==> src/rtl/dbg_trig_seq_pkg.sv <==
package dbg_trig_seq_pkg;

  localparam int NUM_CH = 3;
  localparam int CODE_W = 4;
  localparam int ST_W   = 3;

  typedef enum logic [ST_W-1:0] {
    ST_IDLE = 3'd0,
    ST_S1   = 3'd1,
    ST_S2   = 3'd2,
    ST_S3   = 3'd3,
    ST_FIN  = 3'd4
  } seq_state_e;

  // route target named by a selection code
  typedef enum logic [1:0] {
    TGT_NONE = 2'd0,
    TGT_LO   = 2'd1,
    TGT_HI   = 2'd2,
    TGT_FIN  = 2'd3
  } seq_tgt_e;

endpackage

==> src/rtl/dbg_seq_code_regs.sv <==
module dbg_seq_code_regs
  import dbg_trig_seq_pkg::*;
(
  input  logic              clk,
  input  logic              rst_n,
  input  logic              code_we,
  input  logic [1:0]        code_sel,
  input  logic [CODE_W-1:0] code_wdata,
  input  seq_state_e        state,
  output logic [CODE_W-1:0] cur_code
);

  localparam int NUM_ST = 3;

  logic [CODE_W-1:0] code_q [1:NUM_ST];

  for (genvar g = 1; g <= NUM_ST; g++) begin : g_code
    logic ld_en;
    assign ld_en = code_we && (code_sel == 2'(g));
    always_ff @(posedge clk or negedge rst_n) begin
      if (!rst_n) begin
        code_q[g] <= '0;
      end else if (ld_en) begin
        code_q[g] <= code_wdata;
      end
    end
  end

  always_comb begin
    unique case (state)
      ST_S1:   cur_code = code_q[1];
      ST_S2:   cur_code = code_q[2];
      ST_S3:   cur_code = code_q[3];
      default: cur_code = '0;
    endcase
  end

endmodule

==> src/rtl/dbg_seq_sel_decode.sv <==
module dbg_seq_sel_decode
  import dbg_trig_seq_pkg::*;
(
  input  logic [CODE_W-1:0] code,
  input  logic [NUM_CH-1:0] match,
  output logic              hit,
  output seq_tgt_e          tgt
);

  seq_tgt_e route [NUM_CH];

  // per-channel routing for each code; unlisted codes route nothing
  always_comb begin
    for (int c = 0; c < NUM_CH; c++) route[c] = TGT_NONE;
    unique case (code)
      4'b0001: begin route[2] = TGT_HI;  route[1] = TGT_FIN; end
      4'b0010: begin route[1] = TGT_LO;  route[0] = TGT_FIN; end
      4'b0011: begin route[2] = TGT_LO;  route[1] = TGT_FIN; end
      4'b0100: route[1] = TGT_HI;
      4'b0101: route[1] = TGT_FIN;
      4'b0110: begin route[2] = TGT_HI;  route[0] = TGT_FIN; end
      4'b0111: route[0] = TGT_FIN;
      4'b1010: begin
        route[1] = TGT_LO;  route[2] = TGT_LO;  route[0] = TGT_FIN;
      end
      4'b1101: begin
        route[0] = TGT_LO;  route[1] = TGT_FIN; route[2] = TGT_FIN;
      end
      4'b1110: begin route[0] = TGT_HI;  route[2] = TGT_FIN; end
      default: ;
    endcase
  end

  // final-bound match first, then lowest channel
  always_comb begin
    logic fin_any;
    fin_any = 1'b0;
    hit     = 1'b0;
    tgt     = TGT_NONE;
    for (int c = NUM_CH - 1; c >= 0; c--) begin
      if (match[c] && route[c] != TGT_NONE) begin
        hit = 1'b1;
        tgt = route[c];
      end
      if (match[c] && route[c] == TGT_FIN) fin_any = 1'b1;
    end
    if (fin_any) tgt = TGT_FIN;
  end

endmodule

==> src/rtl/dbg_seq_flags.sv <==
module dbg_seq_flags
  import dbg_trig_seq_pkg::*;
(
  input  logic              clk,
  input  logic              rst_n,
  input  logic              clr,
  input  logic              active,
  input  logic [NUM_CH-1:0] match,
  output logic [NUM_CH-1:0] flags
);

  logic [NUM_CH-1:0] flags_d;
  logic              flags_en;

  assign flags_en = clr || active;

  always_comb begin
    if (clr) flags_d = '0;
    else     flags_d = flags | match;
  end

  always_ff @(posedge clk or negedge rst_n) begin
    if (!rst_n) begin
      flags <= '0;
    end else if (flags_en) begin
      flags <= flags_d;
    end
  end

  AST_FLAG_STICKY: assert property (@(posedge clk) disable iff (!rst_n)
    !clr |=> ((flags & $past(flags)) == $past(flags))) else $error("sticky");
  AST_FLAG_CLEAR: assert property (@(posedge clk) disable iff (!rst_n)
    clr |=> (flags == '0)) else $error("clear");
  AST_FLAG_IDLE_QUIET: assert property (@(posedge clk) disable iff (!rst_n)
    (!active && !clr) |=> $stable(flags)) else $error("quiet");

endmodule

==> src/rtl/dbg_seq_fsm.sv <==
module dbg_seq_fsm
  import dbg_trig_seq_pkg::*;
(
  input  logic     clk,
  input  logic     rst_n,
  input  logic     arm_wr,
  input  logic     arm_val,
  input  logic     hit,
  input  seq_tgt_e tgt,
  output seq_state_e state,
  output logic     active,
  output logic     trig
);

  seq_state_e state_d;
  seq_state_e alt_lo;
  seq_state_e alt_hi;
  logic       trig_d;

  assign active = (state == ST_S1) || (state == ST_S2) || (state == ST_S3);
  assign alt_lo = (state == ST_S1) ? ST_S2 : ST_S1;
  assign alt_hi = (state == ST_S3) ? ST_S2 : ST_S3;

  always_comb begin
    state_d = state;
    if (arm_wr) begin
      state_d = arm_val ? ST_S1 : ST_IDLE;
    end else if (active && hit) begin
      unique case (tgt)
        TGT_LO:  state_d = alt_lo;
        TGT_HI:  state_d = alt_hi;
        TGT_FIN: state_d = ST_FIN;
        default: state_d = state;
      endcase
    end
    trig_d = (state_d == ST_FIN) && (state != ST_FIN);
  end

  always_ff @(posedge clk or negedge rst_n) begin
    if (!rst_n) begin
      state <= ST_IDLE;
      trig  <= 1'b0;
    end else begin
      state <= state_d;
      trig  <= trig_d;
    end
  end

  AST_ARM_ENTRY: assert property (@(posedge clk) disable iff (!rst_n)
    (arm_wr && arm_val) |=> (state == ST_S1)) else $error("arm");
  AST_IDLE_HOLD: assert property (@(posedge clk) disable iff (!rst_n)
    (state == ST_IDLE && !arm_wr) |=> (state == ST_IDLE)) else $error("idle");
  AST_TRIG_SINGLE: assert property (@(posedge clk) disable iff (!rst_n)
    trig |=> !trig) else $error("trig");
  AST_TRIG_AT_FIN: assert property (@(posedge clk) disable iff (!rst_n)
    trig |-> (state == ST_FIN)) else $error("trigfin");
  AST_FINAL_HOLD: assert property (@(posedge clk) disable iff (!rst_n)
    (state == ST_FIN && !arm_wr) |=> (state == ST_FIN)) else $error("hold");

endmodule

==> src/rtl/dbg_trig_seq.sv <==
module dbg_trig_seq
  import dbg_trig_seq_pkg::*;
#(
  parameter int                RD_W      = 8,
  parameter int                BANK_W    = 2,
  parameter logic [BANK_W-1:0] FLAG_BANK = 2'b11
) (
  input  logic              clk,
  input  logic              rst_n,
  input  logic              arm_wr,
  input  logic              arm_val,
  input  logic [NUM_CH-1:0] match_i,
  input  logic              code_we,
  input  logic [1:0]        code_sel,
  input  logic [CODE_W-1:0] code_wdata,
  input  logic [BANK_W-1:0] bank_sel,
  output logic [RD_W-1:0]   rd_data,
  output logic [ST_W-1:0]   state_o,
  output logic              trig_o
);

  logic [1:0]        rst_sync_q;
  logic              rst_ni;
  seq_state_e        state;
  logic              active;
  logic              hit;
  seq_tgt_e          tgt;
  logic [CODE_W-1:0] cur_code;
  logic [NUM_CH-1:0] flags;

  // asynchronous assert, synchronous release
  always_ff @(posedge clk or negedge rst_n) begin
    if (!rst_n) rst_sync_q <= 2'b00;
    else        rst_sync_q <= {rst_sync_q[0], 1'b1};
  end
  assign rst_ni = rst_sync_q[1];

  dbg_seq_code_regs u_codes (
    .clk        (clk),
    .rst_n      (rst_ni),
    .code_we    (code_we),
    .code_sel   (code_sel),
    .code_wdata (code_wdata),
    .state      (state),
    .cur_code   (cur_code)
  );

  dbg_seq_sel_decode u_dec (
    .code  (cur_code),
    .match (match_i),
    .hit   (hit),
    .tgt   (tgt)
  );

  dbg_seq_fsm u_fsm (
    .clk     (clk),
    .rst_n   (rst_ni),
    .arm_wr  (arm_wr),
    .arm_val (arm_val),
    .hit     (hit),
    .tgt     (tgt),
    .state   (state),
    .active  (active),
    .trig    (trig_o)
  );

  dbg_seq_flags u_flags (
    .clk    (clk),
    .rst_n  (rst_ni),
    .clr    (arm_wr && arm_val),
    .active (active && !arm_wr),
    .match  (match_i),
    .flags  (flags)
  );

  assign state_o = state;

  always_comb begin
    rd_data = '0;
    if (bank_sel == FLAG_BANK) rd_data[NUM_CH-1:0] = flags;
  end

  AST_RD_UPPER_ZERO: assert property (@(posedge clk) disable iff (!rst_ni)
    rd_data[RD_W-1:NUM_CH] == '0) else $error("upper");
  AST_RD_BANK_GATE: assert property (@(posedge clk) disable iff (!rst_ni)
    (bank_sel != FLAG_BANK) |-> (rd_data == '0)) else $error("bank");

endmodule

==> config.mk <==
export PLATFORM = sky130hd
export DESIGN_NAME = dbg_trig_seq
export DESIGN_NICKNAME = d
export VERILOG_FILES = /design/src/rtl/dbg_trig_seq_pkg.sv /design/src/rtl/dbg_seq_code_regs.sv /design/src/rtl/dbg_seq_sel_decode.sv /design/src/rtl/dbg_seq_flags.sv /design/src/rtl/dbg_seq_fsm.sv /design/src/rtl/dbg_trig_seq.sv
export SDC_FILE = /design/constraint.sdc
export NUM_CORES = 1
export LEC_CHECK = 0
export ABC_AREA = 1
export BUFFER_PORTS_ARGS = -buffer_cell sky130_fd_sc_hd__buf_2
export CAP_MARGIN = 40
export CORE_UTILIZATION = 53
export CTS_CLUSTER_SIZE = 40
export DETAILED_ROUTE_END_ITERATION = 10
export PLACE_DENSITY_LB_ADDON = 0.08
export SYNTH_ARGS = -nofsm -noshare
export SYNTH_HDL_FRONTEND = slang
export SYNTH_SLANG_ARGS = --single-unit
==> constraint.sdc <==
create_clock -name clk -period 1.3 [get_ports clk]
set_clock_uncertainty 0.05 [all_clocks]
set_input_delay 0.065 -clock clk [delete_from_list [all_inputs] [get_ports clk]]
set_output_delay 0.065 -clock clk [all_outputs]
set_load 0.05 [all_outputs]
==> flow_summary.yaml <==
worst_setup_path:
  cpPeakStageDelay_ps: 450
  crit_path_cell_trace: "inv_4 > buf_6 > nand4_2 > nand2_2 > nor2_4 > nand2_1 > nand3_1 > nand2_1 > inv_1 > nand2_2 > inv_2 > nor2_2 > nand4_1 > nand3_1 > nand2_1 > nand2_2 > nor2_2"
  crit_arrival_ps: 2320
  cp_slowest_cell: "dfrtp_2"
  setup.worst_path.start_class: "flop"
  worst_setup_path_type: "flop to flop"
  cp-end-kind: "flop"
  path_max_fanout: 4
  worst-endpoint-required_ps: 1480
placed_design:
  place.detailed.instances: 265
  gpl.final_weighted_congestion: 0.872
  detailed_place.area_mm2: 0.00178
  place_hpwl_um: 2650
  placement.io_buffers: 22
global_routing:
  grt_antenna_before_repair: 0
  grt_max_degree: 20
  global_route_wire_length_before_repair_um: 6170
  first_global_vias: 1419
  globalRouteOverflowTotal: 0
  grtUsageTotal: 0.255
synthesis:
  postSynthAreaPerCell_um2: 7.61
  synthesis.yosys.warnings: 0
  synth_top_cell_by_area: "dfrtp_1"
  postSynthRegisterBits: 21
  postSynthCellCount: 200
  netlist.area_leader.share: 0.345
  synth.distinct_cells: 25
  synth-seq-area-share: 0.345
  syn-cell-area_mm2: 0.00152
  yosys-top-cells-area: "dfrtp_1 (35%), nand2_1 (12%), nand4_2 (7.4%)"
status:
  run_status: "finished, violations left"
  failed_checks: "negative setup slack"
routing:
  wl_per_cell_um: 13.0
  ant_nets: 0
  viasPerCell: 5.15
  detail_route.drc_violations: 0
  via_count: 1479
  detail_route.first_pass.iterations: 4
  drt_wl_total_um: 3720
  drt-initial-drc-count: 59
finish:
  syn_to_final_growth_pct: 37.1
  final_common_cell: "nand2_1"
  final_cells: 287
  nFillCells: 207
  antennaDiodeCount: 0
  share_of_final_layout_standard_cells_stronger_than_drive_strength_1: 0.438
  fin_area_mm2: 0.00209
  fin_nets: 273
  final_cell_mix: "nand2_1 (43), buf_2 (21), inv_1 (19)"
floorplanning:
  design.die.area_mm2: 0.00309
  dieWidth_um: 55.6
  floorplan.initialDensity: 0.557
  die_height_um: 55.6
  core_region_area_mm2: 0.00273
  rows: 19
  ios: 28
clocking:
  clock_latency_ps: 320
  ctsHtreeMaxLevel: 1
  cts_sinks: 21
  cts_tree: "done"
  clk_pin_slew_worst_paths_ps: 130
  clockBufferDepth: 2
  cts_inserted_buffers: 3
  clock-root-buffer: "clkbuf_4"
pwr:
  powerDensity_mw_per_mm2: 1920
  worst_ir_drop_vdd_mv: 1.63
  total_chip_power_mw: 4.01
  p_leak_nw: 1.17
sta:
  rsz0062_at_grt: "yes"
  totalNegativeSetupSlack_ps: -3350
  timing.final.max_slew_violations: 0
  final_critical_path_setup_slack_ps: -837
  fin_worst_hold_slack_ps: 139
  finalSetupViolations: 9
  timing.fmax_mhz: 468
  finalHoldViolCount: 0
  fin_crit_ps: 2140
  layout_worst_path_cycle_share: 1.64
job:
  cap_viol_max_count: 0
min_path:
  holdCritPathClass: "primary input to flop"
==> Yosys cell counts <==
library cell and number:
nand2_1 48, dfrtp_1 21, inv_1 20, nor2_1 16
nand2_2 15, o21ai_0 13, nand3_1 11, nand4_2 9
inv_2 7, buf_4 6, nand3_2 5, nand4_1 5
a21oi_1 4, nor2_2 4, nor2_4 4, buf_6 2
conb_1 2, a211oi_1 1, a31oi_1 1, and3_1 1
nand2_4 1, nand3_4 1, o211ai_1 1, o211ai_4 1
o21ai_1 1
==> kinds of logic after synthesis <==
group | Yosys count | synth area share
AOI/OAI and AO/OA | 22 | 0.0871
buffers and inverters | 35 | 0.111
other | 2 | 0.00493
DFF | 21 | 0.345
and+or+nand+nor | 120 | 0.452
==> through the flow <==
stage | setup WS, ps | util
finish | -837 | 0.764
global route | -977 | 0.764
CTS | -771 | 0.746
detailed placement | -787 | 0.652
global placement | -721 | 0.652
floorplan | -761 | -
==> state kept, by name (all words and copies together) (netlist names) <==
name and flops:
rst_sync_q 2, u_fsm.state 3, u_codes.code_q 12, u_fsm.trig 1
u_flags.flags 3
==> final timing paths <==
check	start	endpoint	slack, ps	cells past startpoint
worst max-delay path	u_fsm.state[2]	u_fsm.trig	-840	17
worst min-delay path	code_sel[1]	u_codes.code_q[2]	140	3
worst max register to register	u_fsm.state[2]	u_fsm.trig	-840	17
worst min register to register	rst_sync_q[1]	u_fsm.state[2]	150	1
max in group asynchronous	rst_n	rst_sync_q[1]	570	3
min in group asynchronous	rst_sync_q[1]	u_fsm.state[2]	150	1
==> layout make-up <==
type,count,area [µm²],share of cell area
clock buffer,3,22.5,0.0108
clock inverter,1,5.00,0.00240
inverter,27,104,0.0497
multi-input combinational,148,946,0.453
sequential,21,529,0.253
tap,31,38.8,0.0186
timing repair buffer,56,443,0.212
==> timing repair <==
action,in CTS,in global routing
setup buffers,5,3
hold endpoints to repair,18,0
setup endpoints to repair,8,9
hold buffers,11,0
gates resized for setup,22,6
pin swaps,7,6
==> critical path: cells and delay by family, from the launching register on <==
kind                   cells  cell delay [ps]
AND/OR/NAND/NOR           13             1220
flip-flops                 1              450
buffers and inverters      4              350
==> layer usage <==
| metal | track usage | part of all wire |
|---|---|---|
| met5 | 0 | 0 |
| met4 | 0.118 | 0.024 |
| met3 | 0.0326 | 0.026 |
| met2 | 0.444 | 0.52 |
| met1 | 0.313 | 0.43 |
==> where the power goes <==
part           total [mW]  internal, mW  switching [mW]
sequential          0.932         0.801           0.131
clock               0.333         0.115           0.217
combinational        2.74          1.12            1.63
Note: power is estimated with default switching activity, not from simulation.
